### src/rtl/fcui_pkg.sv
// Shared types and codes for the flash command interface.
// Assumes commands sit in the low byte of the data bus.
package fcui_pkg;
    typedef enum logic [1:0] {RD_ARRAY, RD_IDENT, RD_STATUS} rd_mode_t;
    typedef enum logic [2:0] {OP_ERASE, OP_WRITE, OP_LOCK_SET, OP_PERM_SET, OP_LOCK_CLR} op_kind_t;

    localparam logic [7:0] C_ARRAY   = 8'hFF;
    localparam logic [7:0] C_IDENT   = 8'h90;
    localparam logic [7:0] C_STATUS  = 8'h70;
    localparam logic [7:0] C_CLEAR   = 8'h50;
    localparam logic [7:0] C_ERASE   = 8'h20;
    localparam logic [7:0] C_WRITE_A = 8'h40;
    localparam logic [7:0] C_WRITE_B = 8'h10;
    localparam logic [7:0] C_SUSPEND = 8'hB0;
    localparam logic [7:0] C_CONFIRM = 8'hD0;
    localparam logic [7:0] C_LOCK    = 8'h60;
    localparam logic [7:0] C_LK_BLK  = 8'h01;
    localparam logic [7:0] C_LK_PERM = 8'hF1;
endpackage

### src/rtl/fcui_wcap.sv
// Bus write capture: a cycle is one stretch in which both strobes are low.
// The address and data of the last clock in that stretch are kept, and one
// valid pulse is raised in the clock where either strobe is first seen high.
// Assumes the strobes are already synchronous to clk.
module fcui_wcap #(
    parameter int AW = 4,
    parameter int DW = 16
) (
    input  logic          clk,
    input  logic          rst_n,
    input  logic          wr_n,
    input  logic          sel_n,
    input  logic [AW-1:0] addr,
    input  logic [DW-1:0] din,
    output logic          cyc_valid,
    output logic [AW-1:0] cyc_addr,
    output logic [DW-1:0] cyc_data
);
    logic          act, act_q;
    logic [AW-1:0] a_q;
    logic [DW-1:0] d_q;

    assign act = !wr_n && !sel_n;

    // Keep the bus values of every clock in which both strobes are low.
    always_ff @(posedge clk) begin
        if (!rst_n) begin
            act_q <= 1'b0;
            a_q   <= '0;
            d_q   <= '0;
        end else begin
            act_q <= act;
            if (act) begin
                a_q <= addr;
                d_q <= din;
            end
        end
    end

    assign cyc_valid = act_q && !act;
    assign cyc_addr  = a_q;
    assign cyc_data  = d_q;
endmodule

### src/rtl/fcui_decode.sv
// Command decoder: follows the two-cycle sequences and holds the read mode.
// It issues single-clock requests (start, suspend, resume, clear, sequence
// error) to the engine. Assumes the engine judges every permission itself.
module fcui_decode
    import fcui_pkg::*;
(
    input  logic     clk,
    input  logic     rst_n,
    input  logic     cyc_valid,
    input  logic [7:0] cyc_code,
    input  logic     busy,
    input  logic     ers_susp,
    input  logic     wr_susp,
    output rd_mode_t mode,
    output logic     start,
    output op_kind_t start_kind,
    output logic     suspend,
    output logic     resume,
    output logic     seq_err,
    output logic     clr_err
);
    typedef enum logic [1:0] {DS_IDLE, DS_ERASE, DS_WRITE, DS_LOCK} dstate_t;
    dstate_t  state, nstate;
    rd_mode_t nmode;
    logic     susp_any;

    assign susp_any = ers_susp || wr_susp;

    // Next state, next read mode and the request pulses for this cycle.
    always_comb begin
        nstate     = state;
        nmode      = mode;
        start      = 1'b0;
        start_kind = OP_WRITE;
        suspend    = 1'b0;
        resume     = 1'b0;
        seq_err    = 1'b0;
        clr_err    = 1'b0;
        if (cyc_valid) begin
            case (state)
                DS_IDLE: begin
                    if (busy) begin
                        if (cyc_code == C_SUSPEND) begin
                            suspend = 1'b1;
                            nmode   = RD_STATUS;
                        end
                    end else begin
                        case (cyc_code)
                            C_ARRAY:  nmode = RD_ARRAY;
                            C_IDENT:  nmode = RD_IDENT;
                            C_STATUS: nmode = RD_STATUS;
                            C_CLEAR:  clr_err = 1'b1;
                            C_ERASE: if (!susp_any) begin
                                nstate = DS_ERASE;
                                nmode  = RD_STATUS;
                            end
                            C_WRITE_A, C_WRITE_B: if (!wr_susp) begin
                                nstate = DS_WRITE;
                                nmode  = RD_STATUS;
                            end
                            C_LOCK: if (!susp_any) begin
                                nstate = DS_LOCK;
                                nmode  = RD_STATUS;
                            end
                            C_CONFIRM: if (susp_any) begin
                                resume = 1'b1;
                                nmode  = RD_STATUS;
                            end
                            default: ;
                        endcase
                    end
                end
                DS_ERASE: begin
                    nstate = DS_IDLE;
                    if (cyc_code == C_CONFIRM) begin
                        start      = 1'b1;
                        start_kind = OP_ERASE;
                    end else begin
                        seq_err = 1'b1;
                        nmode   = RD_ARRAY;
                    end
                end
                DS_WRITE: begin
                    nstate     = DS_IDLE;
                    start      = 1'b1;
                    start_kind = OP_WRITE;
                end
                default: begin
                    nstate = DS_IDLE;
                    case (cyc_code)
                        C_LK_BLK:  begin start = 1'b1; start_kind = OP_LOCK_SET;  end
                        C_LK_PERM: begin start = 1'b1; start_kind = OP_PERM_SET;  end
                        C_CONFIRM: begin start = 1'b1; start_kind = OP_LOCK_CLR;  end
                        default:   begin seq_err = 1'b1; nmode = RD_ARRAY; end
                    endcase
                end
            endcase
        end
    end

    // Register the sequence state and the read mode.
    always_ff @(posedge clk) begin
        if (!rst_n) begin
            state <= DS_IDLE;
            mode  <= RD_ARRAY;
        end else begin
            state <= nstate;
            mode  <= nmode;
        end
    end
endmodule

### src/rtl/fcui_engine.sv
// Operation engine: permission checks at launch, the busy timer, suspend and
// resume, the array and lock model, and the status register.
// Assumes the decoder never asks for start and resume in the same clock.
module fcui_engine
    import fcui_pkg::*;
#(
    parameter int NBLK      = 4,
    parameter int WPB       = 4,
    parameter int ERASE_CYC = 40,
    parameter int WRITE_CYC = 12,
    localparam int AW = $clog2(NBLK * WPB)
) (
    input  logic          clk,
    input  logic          rst_n,
    input  logic          start,
    input  op_kind_t      start_kind,
    input  logic [AW-1:0] start_addr,
    input  logic [15:0]   start_data,
    input  logic          suspend,
    input  logic          resume,
    input  logic          seq_err,
    input  logic          clr_err,
    input  logic          lock_grant,
    input  logic          vpp_low,
    input  logic [AW-1:0] rd_addr,
    output logic          busy,
    output logic          ers_susp,
    output logic          wr_susp,
    output logic [7:0]    sts,
    output logic [15:0]   rd_word,
    output logic          rd_lock,
    output logic          perm_lock
);
    localparam int NWORD = NBLK * WPB;
    localparam int OW    = $clog2(WPB);
    localparam int BW    = AW - OW;
    localparam int MAXC  = (ERASE_CYC > WRITE_CYC) ? ERASE_CYC : WRITE_CYC;
    localparam int CW    = $clog2(MAXC + 1);

    logic [15:0]     mem [NWORD];
    logic [NBLK-1:0] blk_lock;
    logic            op_run;
    op_kind_t        op_kind;
    logic [AW-1:0]   op_addr;
    logic [15:0]     op_data;
    logic [CW-1:0]   op_cnt, sv_cnt;
    logic [BW-1:0]   sv_blk, s_blk, op_blk;
    logic            eerr, werr, lowv, lkerr;
    logic            go, rej_e, rej_w, rej_v, rej_l, lock_ok;

    assign s_blk   = start_addr[AW-1:OW];
    assign op_blk  = op_addr[AW-1:OW];
    assign lock_ok = !blk_lock[s_blk] || (lock_grant && !perm_lock);

    // Decide whether a start request runs or which error bits it raises.
    always_comb begin
        go = 1'b0; rej_e = 1'b0; rej_w = 1'b0; rej_v = 1'b0; rej_l = 1'b0;
        if (start) begin
            if (vpp_low) begin
                rej_v = 1'b1;
                if (start_kind == OP_ERASE || start_kind == OP_LOCK_CLR) rej_e = 1'b1;
                else rej_w = 1'b1;
            end else begin
                case (start_kind)
                    OP_WRITE:
                        if (ers_susp && s_blk == sv_blk) rej_w = 1'b1;
                        else if (!lock_ok) begin rej_w = 1'b1; rej_l = 1'b1; end
                        else go = 1'b1;
                    OP_ERASE:
                        if (!lock_ok) begin rej_e = 1'b1; rej_l = 1'b1; end
                        else go = 1'b1;
                    OP_LOCK_SET:
                        if (perm_lock) begin rej_w = 1'b1; rej_l = 1'b1; end
                        else go = 1'b1;
                    OP_PERM_SET:
                        if (!lock_grant) begin rej_w = 1'b1; rej_l = 1'b1; end
                        else go = 1'b1;
                    default:
                        if (perm_lock || !lock_grant) begin rej_e = 1'b1; rej_l = 1'b1; end
                        else go = 1'b1;
                endcase
            end
        end
    end

    // Error bits: set by refusals and sequence errors, cleared on request.
    always_ff @(posedge clk) begin
        if (!rst_n) begin
            {eerr, werr, lowv, lkerr} <= '0;
        end else begin
            if (clr_err) {eerr, werr, lowv, lkerr} <= '0;
            if (seq_err || rej_e) eerr <= 1'b1;
            if (seq_err || rej_w) werr <= 1'b1;
            if (rej_v) lowv <= 1'b1;
            if (rej_l) lkerr <= 1'b1;
        end
    end

    // Timer, suspend and resume, and the effect applied when an operation ends.
    always_ff @(posedge clk) begin
        if (!rst_n) begin
            op_run    <= 1'b0;
            op_kind   <= OP_WRITE;
            op_addr   <= '0;
            op_data   <= '0;
            op_cnt    <= '0;
            sv_cnt    <= '0;
            sv_blk    <= '0;
            ers_susp  <= 1'b0;
            wr_susp   <= 1'b0;
            blk_lock  <= '0;
            perm_lock <= 1'b0;
            for (int i = 0; i < NWORD; i++) mem[i] <= 16'hFFFF;
        end else if (go) begin
            op_run  <= 1'b1;
            op_kind <= start_kind;
            op_addr <= start_addr;
            op_data <= start_data;
            op_cnt  <= (start_kind == OP_ERASE) ? CW'(ERASE_CYC) : CW'(WRITE_CYC);
        end else if (resume && wr_susp) begin
            op_run  <= 1'b1;
            wr_susp <= 1'b0;
        end else if (resume && ers_susp && !op_run) begin
            op_run   <= 1'b1;
            op_kind  <= OP_ERASE;
            op_addr  <= {sv_blk, {OW{1'b0}}};
            op_cnt   <= sv_cnt;
            ers_susp <= 1'b0;
        end else if (op_run && suspend && op_kind == OP_ERASE) begin
            op_run   <= 1'b0;
            sv_blk   <= op_blk;
            sv_cnt   <= op_cnt;
            ers_susp <= 1'b1;
        end else if (op_run && suspend && op_kind == OP_WRITE && !ers_susp) begin
            op_run  <= 1'b0;
            wr_susp <= 1'b1;
        end else if (op_run) begin
            if (op_cnt == CW'(1)) begin
                op_run <= 1'b0;
                case (op_kind)
                    OP_ERASE:    for (int w = 0; w < WPB; w++) mem[{op_blk, OW'(w)}] <= 16'hFFFF;
                    OP_WRITE:    mem[op_addr] <= op_data;
                    OP_LOCK_SET: blk_lock[op_blk] <= 1'b1;
                    OP_PERM_SET: perm_lock <= 1'b1;
                    default:     blk_lock <= '0;
                endcase
            end else begin
                op_cnt <= op_cnt - CW'(1);
            end
        end
    end

    assign busy    = op_run;
    assign sts     = {!op_run, ers_susp, eerr, werr, lowv, wr_susp, lkerr, 1'b0};
    assign rd_word = mem[rd_addr];
    assign rd_lock = blk_lock[rd_addr[AW-1:OW]];
endmodule

### src/rtl/flash_cmd_ctrl.sv
// Top of the flash command interface for one bank: write capture, decoder,
// engine and the read multiplexer. Assumes WPB >= 4, so that the identifier
// offsets fit within one block.
module flash_cmd_ctrl
    import fcui_pkg::*;
#(
    parameter int          NBLK      = 4,
    parameter int          WPB       = 4,
    parameter int          ERASE_CYC = 40,
    parameter int          WRITE_CYC = 12,
    parameter logic [15:0] MFR_ID    = 16'h0051,
    parameter logic [15:0] DEV_ID    = 16'h00A7
) (
    input  logic                          clk,
    input  logic                          rst_n,
    input  logic                          wr_n,
    input  logic                          sel_n,
    input  logic [$clog2(NBLK*WPB)-1:0]   addr,
    input  logic [15:0]                   din,
    input  logic                          lock_grant,
    input  logic                          vpp_low,
    output logic [15:0]                   dout
);
    localparam int AW = $clog2(NBLK * WPB);

    logic          cyc_valid, start, suspend, resume, seq_err, clr_err;
    logic [AW-1:0] cyc_addr;
    logic [15:0]   cyc_data, rd_word;
    logic          busy, ers_susp, wr_susp, rd_lock, perm_lock;
    logic [7:0]    sts;
    op_kind_t      start_kind;
    rd_mode_t      mode;

    fcui_wcap #(.AW(AW), .DW(16)) u_cap (
        .clk(clk), .rst_n(rst_n), .wr_n(wr_n), .sel_n(sel_n),
        .addr(addr), .din(din),
        .cyc_valid(cyc_valid), .cyc_addr(cyc_addr), .cyc_data(cyc_data)
    );

    fcui_decode u_dec (
        .clk(clk), .rst_n(rst_n), .cyc_valid(cyc_valid), .cyc_code(cyc_data[7:0]),
        .busy(busy), .ers_susp(ers_susp), .wr_susp(wr_susp),
        .mode(mode), .start(start), .start_kind(start_kind), .suspend(suspend),
        .resume(resume), .seq_err(seq_err), .clr_err(clr_err)
    );

    fcui_engine #(.NBLK(NBLK), .WPB(WPB), .ERASE_CYC(ERASE_CYC), .WRITE_CYC(WRITE_CYC)) u_eng (
        .clk(clk), .rst_n(rst_n), .start(start), .start_kind(start_kind),
        .start_addr(cyc_addr), .start_data(cyc_data), .suspend(suspend),
        .resume(resume), .seq_err(seq_err), .clr_err(clr_err),
        .lock_grant(lock_grant), .vpp_low(vpp_low), .rd_addr(addr),
        .busy(busy), .ers_susp(ers_susp), .wr_susp(wr_susp), .sts(sts),
        .rd_word(rd_word), .rd_lock(rd_lock), .perm_lock(perm_lock)
    );

    // Choose the read data: status while busy or in status mode, else the mode's source.
    always_comb begin
        if (busy || mode == RD_STATUS) begin
            dout = {8'h00, sts};
        end else if (mode == RD_IDENT) begin
            case (addr[1:0])
                2'd0:    dout = MFR_ID;
                2'd1:    dout = DEV_ID;
                2'd2:    dout = {15'd0, rd_lock};
                default: dout = {15'd0, perm_lock};
            endcase
        end else begin
            dout = rd_word;
        end
    end
endmodule

### config.mk
export PLATFORM = sky130hd
export DESIGN_NAME = flash_cmd_ctrl
export DESIGN_NICKNAME = d
export VERILOG_FILES = /design/src/rtl/fcui_pkg.sv /design/src/rtl/fcui_wcap.sv /design/src/rtl/fcui_decode.sv /design/src/rtl/fcui_engine.sv /design/src/rtl/flash_cmd_ctrl.sv
export SDC_FILE = /design/constraint.sdc
export NUM_CORES = 1
export LEC_CHECK = 0
export BUFFER_PORTS_ARGS = -buffer_cell sky130_fd_sc_hd__buf_2
export CORE_MARGIN = 3
export CORE_UTILIZATION = 50
export DETAILED_ROUTE_END_ITERATION = 10
export GPL_ROUTABILITY_DRIVEN = 1
export PLACE_DENSITY = 0.69
export SLEW_MARGIN = 20
export SYNTH_ARGS = -nofsm -noshare
export SYNTH_HDL_FRONTEND = slang
export SYNTH_SLANG_ARGS = --single-unit
### constraint.sdc
create_clock -name clk -period 3.5 [get_ports clk]
set_input_delay 0.175 -clock clk [delete_from_list [all_inputs] [get_ports clk]]
set_output_delay 0.175 -clock clk [all_outputs]
set_load 0.03 [all_outputs]
==> Word level (Yosys, flattened, before mapping) <==
Memories as Yosys holds them, arrays and structs flattened.
Cells that the tools add are included.
{ "totals": {"elab_cells": 282, "output_inout_bits": 16, "mem_bits_rw": 256, "in_bits": 26, "memories": 1, "register_bits": 74} }
{ "mem_list": {"columns": ["memory", "words", "word_bits", "read_ports", "rd_ports_with_merged_regs", "write_ports", "line", "text"], "rows": [
  ["u_eng.mem", 16, 16, 1, 0, 16, "fcui_engine.sv:40", "logic [15:0] mem [NWORD];"]
]} }
{ "op_classes": {"n_bitwise": 8, "mux": 144, "order_cmp": 4, "n_reduce_logical": 59, "n_eq_ne": 45, "n_addsub": 1} }
{ "ops": {"columns": ["op", "n"], "rows": [
  ["$mux W16", 7],
  ["$mux W1", 90],
  ["$reduce_or A16 Y1", 5],
  ["$mux W6", 8],
  ["$eq A8 B8 Y1 const B", 5],
  ["$eq A8 B7 Y1 const B", 4],
  ["$mux W4", 8],
  ["$pmux W8 S3", 1],
  ["$mux W2", 11],
  ["$reduce_and A8 Y1", 2],
  ["$reduce_bool A2 Y1", 7],
  ["$eq A3 B2 Y1 const B", 4],
  ["$logic_and A1 B1 Y1", 12],
  ["$mux W3", 4],
  ["$ne A3 B1 Y1 const B", 4],
  ["$ne A3 B3 Y1 const B", 4],
  ["$pmux W2 S3", 2],
  ["$pmux W2 S6", 1],
  ["$lt A2 B3 Y1 const B", 3],
  ["$pmux W3 S3", 1],
  ["$reduce_and A9 Y1", 1],
  ["$reduce_or A3 Y1", 3],
  ["$eq A8 B1 Y1 const B", 1],
  ["$eq A8 B5 Y1 const B", 1],
  ["other kinds (35)", 72]
]} }

==> Longest topological paths before layout <==
{ "logic_depth": {"ltp_word": 18, "depth_mapped": 9} }

==> By module <==
Synthesis repeated with hierarchy kept, for this count alone.
{ "hier_totals": {"hier_cells": 1243, "hier_area_um2": 15334.7} }
{ "modules_own_cells": {"columns": ["mod", "cells_each", "n_inst", "seq_area_each_um2", "area_per_inst_um2"], "rows": [
  ["fcui_engine", 1020, 1, 8668.3, 13581.8],
  ["fcui_wcap", 96, 1, 420.4, 904.6],
  ["fcui_decode", 83, 1, 80.1, 574.3],
  ["flash_cmd_ctrl", 44, 1, 0.0, 274.0]
]} }

==> Worst setup path after synthesis <==
Ideal clock, no wire load.
{ "synth_timing": {"path_kind": "flip-flop to flip-flop", "start": "reg u_cap.d_q[1] (netlist: u_cap.cyc_data[1])", "end": "mem u_eng.mem[10][0], enable pin", "arrival_time_ns": 3.267, "slack_ns": -0.142, "required_time_ns": 3.125, "period_less_slack_ns": 3.642, "setup_time_ns": 0.375, "path_stages_with_launch": 9, "path_cell_list": "dfxtp_1 nor4b_1 a31oi_1 o21a_1 or4_4 a311o_4 nor3_4 buf_4 nand2b_1"} }
{ "synth_lines": {"columns": ["element", "line", "text"], "rows": [
  ["start, declared", "fcui_wcap.sv:21", "logic [DW-1:0] d_q;"],
  ["start signal, assigned", "fcui_wcap.sv:35", "d_q <= din;"],
  ["end, declared", "fcui_engine.sv:40", null]
]} }

==> flow_summary_export.csv <==
group,metric,value,unit
final_layout,fillCellCount,2462,
drt,dr.first_iter.drc_count,855,
die,fp-row-count,64,
critical_path,cp.arrival,3600,ps
drt,drtAntennaViolNets,0,
status,status,"finished, final reports clean",
logic_synthesis,ys_dominant_reg_cell,"edfxtp_1",
drt,post-route-drc-count,0,
timing,slew_headroom,40.5,%
timing,fin_crit_sh,97.1,%
final_layout,fin_area,18100,µm²
final_layout,fin_util,58.7,%
clock_tree,cts.path.max_buffers,3,
pwr,switchingPower,0.00175,W
drt,vias,10200,
logic_synthesis,synthDistinctLibCells,66,
drt,vias_per_cell,5.89,
place,io_buffers,41,
critical_path,cpMaxStageDelayCell,"or4_1",
logic_synthesis,ys_warn_count,0,
clock_tree,clk_root_buffer_cell,"clkbuf_16",
grt,groute.usage.overall,23.2,%
flow_run,max-cap-violations,0,
critical_path,cp_cell_sequence,"or4_1 > a211oi_2 > nor4_2 > or4_4 > a311o_4 > nor4_4 > buf_6 > nand2b_2",
critical_path,critical_path.max_fanout,8,
logic_synthesis,synth_enable_flop_cells,256,
grt,first_global_vias,10200,
logic_synthesis,post_synth_instance_area,15600,µm²
logic_synthesis,postSynthRegisterBits,330,
pwr,power_frac_seq,51.9,%
critical_path,reg2reg_slack,100,ps
timing,timing.hold.ws,143,ps
final_layout,diodes,0,
clock_tree,cts_inserted_buffers,36,
worst_hold_path,worst_hold_path_type,"in2reg",
final_layout,area_delta_synth_final,15.5,%
logic_synthesis,post_synth_inst_count,1225,
die,core_area,30700,µm²
critical_path,cp.buffers_inverters,1,
clock_tree,worst_skew_pair.late_latency,520,ps
clock_tree,cts_tree,"yes",
pwr,p_total,0.00814,W
critical_path,critical_path_class,"reg2reg",
logic_synthesis,synth-async-reset-ratio,0,%
pwr,power.internal,0.00639,W
logic_synthesis,syn_nets,1253,
timing,timing.setup.tns,0,ps
place,place.detailed.hpwl,26500,µm
clock_tree,clkSinkCount,330,
drt,wl,38600,µm
pwr,share_clk_of_total_power,43.9,%
die,initial_utilization,50.9,%
timing,finClkSkew,15.3,ps
critical_path,cp_slowest_stage_delay,560,ps
place,placedInstanceArea,16600,µm²
final_layout,post_route_cells_drive_above_1_share,31.4,%
pwr,power.share.switching,21.5,%
die,horizontal_die_dimension,183,µm
critical_path,critPathLaunchType,"flop",
pwr,power.leakage,5.09,nW
timing,slew_viol_final,0,
timing,fmax,294,MHz
die,die_boundary_height,183,µm
clock_tree,htreeDepth,2,
grt,globalRouteOverflowTotal,0,
grt,first_pass_grt_wire_length,60000,µm
drt,avgRoutedWirePerCell,22.3,µm
logic_synthesis,syn_avg_cell_area,12.8,µm²
die,pin_count,42,
critical_path,cpLargestDelayFamily,"simple AND/OR/NAND/NOR gates",
critical_path,critPathCaptureType,"flop",
grt,antenna_violations_before_repair,1,
timing,finalCriticalPeriod,3400,ps
timing,timing_hold_violations_final,0,
pwr,power.ir.vdd_worst,364,µV
place,gp_congestion,0.883,
critical_path,required_time_of_the_worst_setup_path,3700,ps
timing,setup_viol,0,
final_layout,finish.net_count,1340,
logic_synthesis,yosysSeqAreaShare,58.6,%
grt,grt_start_max_net_pins,49,
pwr,share_comb_of_total_power,4.2,%
drt,dr.pass1.iters,5,
clock_tree,clkTransAtPathRegs,60,ps
die,floorplan.die_area,33400,µm²
timing,worst-slew-pin-transition,885,ps
pwr,cellPowerDensity,451,nW/µm²
cells by family (layout without fill, tap and decap cells):
group | count (synthesis) | count (layout) | synth area share, %
xor gates and xnor gates | 5 | 5 | 0.280
buffers and inverters | 103 | 213 | 2.70
muxes | 94 | 94 | 12.6
DFF | 330 | 330 | 58.6
adders and majority gates | 2 | 2 | 0.160
and+or+nand+nor | 539 | 540 | 19.3
AOI/OAI and AO/OA | 152 | 152 | 6.42
flip-flops by register name, summed over array words and instances, names as in the netlist, 2 cells and up:
name / flops
u_eng.op_cnt: 6
u_dec.state: 2
u_eng.op_addr: 4
u_eng.sv_blk: 2
u_eng.sv_cnt: 6
u_dec.mode: 2
u_eng.mem: 256
u_eng.op_kind: 3
u_cap.cyc_addr: 4
u_eng.op_data: 16
u_eng.blk_lock: 4
u_cap.cyc_data: 16
power by group through the flow:
stage / Clock [W] / Sequential (W) / Combinational, W
after global placement: 0 / 0.00431 / 0.000318
after global routing: 0.00379 / 0.00422 / 0.000375
after detailed placement: 0 / 0.00431 / 0.000325
after CTS: 0.00363 / 0.00422 / 0.000342
final: 0.00357 / 0.00422 / 0.000346
after floorplan: 0 / 0.00431 / 0.000197
layout by cell type (no fill, tap or decap), types with 12 or more instances in the layout:
cell	netlist	routed
nor3_1	14	13
dlygate4sd3_1	0	18
clkbuf_16	0	36
buf_4	8	67
nand2b_1	134	126
inv_1	15	14
dfxtp_1	74	71
nor2_1	63	63
mux2i_1	12	12
a31oi_1	13	13
nand3_1	16	15
buf_2	2	40
a21oi_1	63	63
nand2_1	116	115
edfxtp_1	256	256
or2_2	131	131
o21ai_0	14	14
mux4_2	82	82
cell usage after synthesis (3+ instances only):
cell | number | area share [%]
a21oi_1 | 63 | 2.0
o21a_1 | 5 | 0.24
buf_1 | 10 | 0.24
and3_1 | 6 | 0.24
xnor2_1 | 3 | 0.17
o21ai_0 | 14 | 0.45
o311a_1 | 3 | 0.19
nand2b_1 | 134 | 5.4
or4_1 | 3 | 0.14
nor3_1 | 14 | 0.45
clkbuf_1 | 66 | 1.6
or2_2 | 131 | 5.2
nand3_1 | 16 | 0.51
inv_1 | 15 | 0.36
buf_4 | 8 | 0.38
o22ai_1 | 7 | 0.28
edfxtp_1 | 256 | 49
mux2i_1 | 12 | 0.77
a31oi_1 | 13 | 0.52
o211ai_1 | 8 | 0.38
a211o_1 | 3 | 0.17
o31ai_1 | 4 | 0.19
a221oi_1 | 4 | 0.22
nor2_1 | 63 | 1.5
nor2b_1 | 11 | 0.44
dfxtp_1 | 74 | 9.5
nor3_4 | 6 | 0.62
or3_1 | 4 | 0.16
or2b_1 | 6 | 0.29
nand4_1 | 10 | 0.40
nand4b_1 | 3 | 0.17
nand2_1 | 116 | 2.8
mux4_2 | 82 | 12
nor4_1 | 6 | 0.24
what timing repair did:
| action | in CTS | in global routing |
|---|---|---|
| cloned | 0 | 1 |
| endpoints found under the setup margin | 49 | 216 |
| gates resized for setup | 3 | 20 |
| hold endpoints to repair | 19 | 0 |
| pin swaps | 0 | 3 |
| hold buffers | 18 | 0 |
| buffers inserted | 0 | 5 |
worst paths after layout:
check	from	end	depth (start not counted)
setup / recovery	u_cap.cyc_data[4]	u_eng.mem[2][8]	8
hold / removal	addr[3]	u_cap.cyc_addr[3]	3
setup reg to reg	u_cap.cyc_data[4]	u_eng.mem[2][8]	8
hold reg to reg	u_cap.cyc_data[12]	u_eng.op_data[12]	2
layout make-up:
type | count | area (µm²) | share of cell area [%]
clock buffer | 48 | 976 | 5.40
timing repair buffer | 136 | 1090 | 6.01
multi-input combinational | 793 | 6150 | 34.1
clock inverter | 14 | 124 | 0.686
tap | 396 | 495 | 2.74
sequential | 330 | 9180 | 50.8
inverter | 15 | 56.3 | 0.312
per-stage QoR:
step / std cells / setup WS (ps)
final: 1732 / 102
after global routing: 1732 / -14.6
after CTS: 1726 / 25.6
after detailed placement: 1646 / -29.9
after global placement: 1646 / 25.1
after floorplan: 1225 / 58.5
routing by layer:
layer,vias to the layer above,wire length [µm],global-route usage (%)
met2,344,18600,38.0
met3,52,2430,3.11
met4,2,683,5.42
met5,-,13,0
li1,4693,-,-
met1,5108,16900,33.7
worst reg2reg max path: stages (launching register included):
cell	delay, ps
dfxtp_1	310
or4_1	560
a211oi_2	300
nor4_2	70
or4_4	560
a311o_4	550
nor4_4	260
buf_6	170
nand2b_2	290
(Power assumes the default switching activity.)
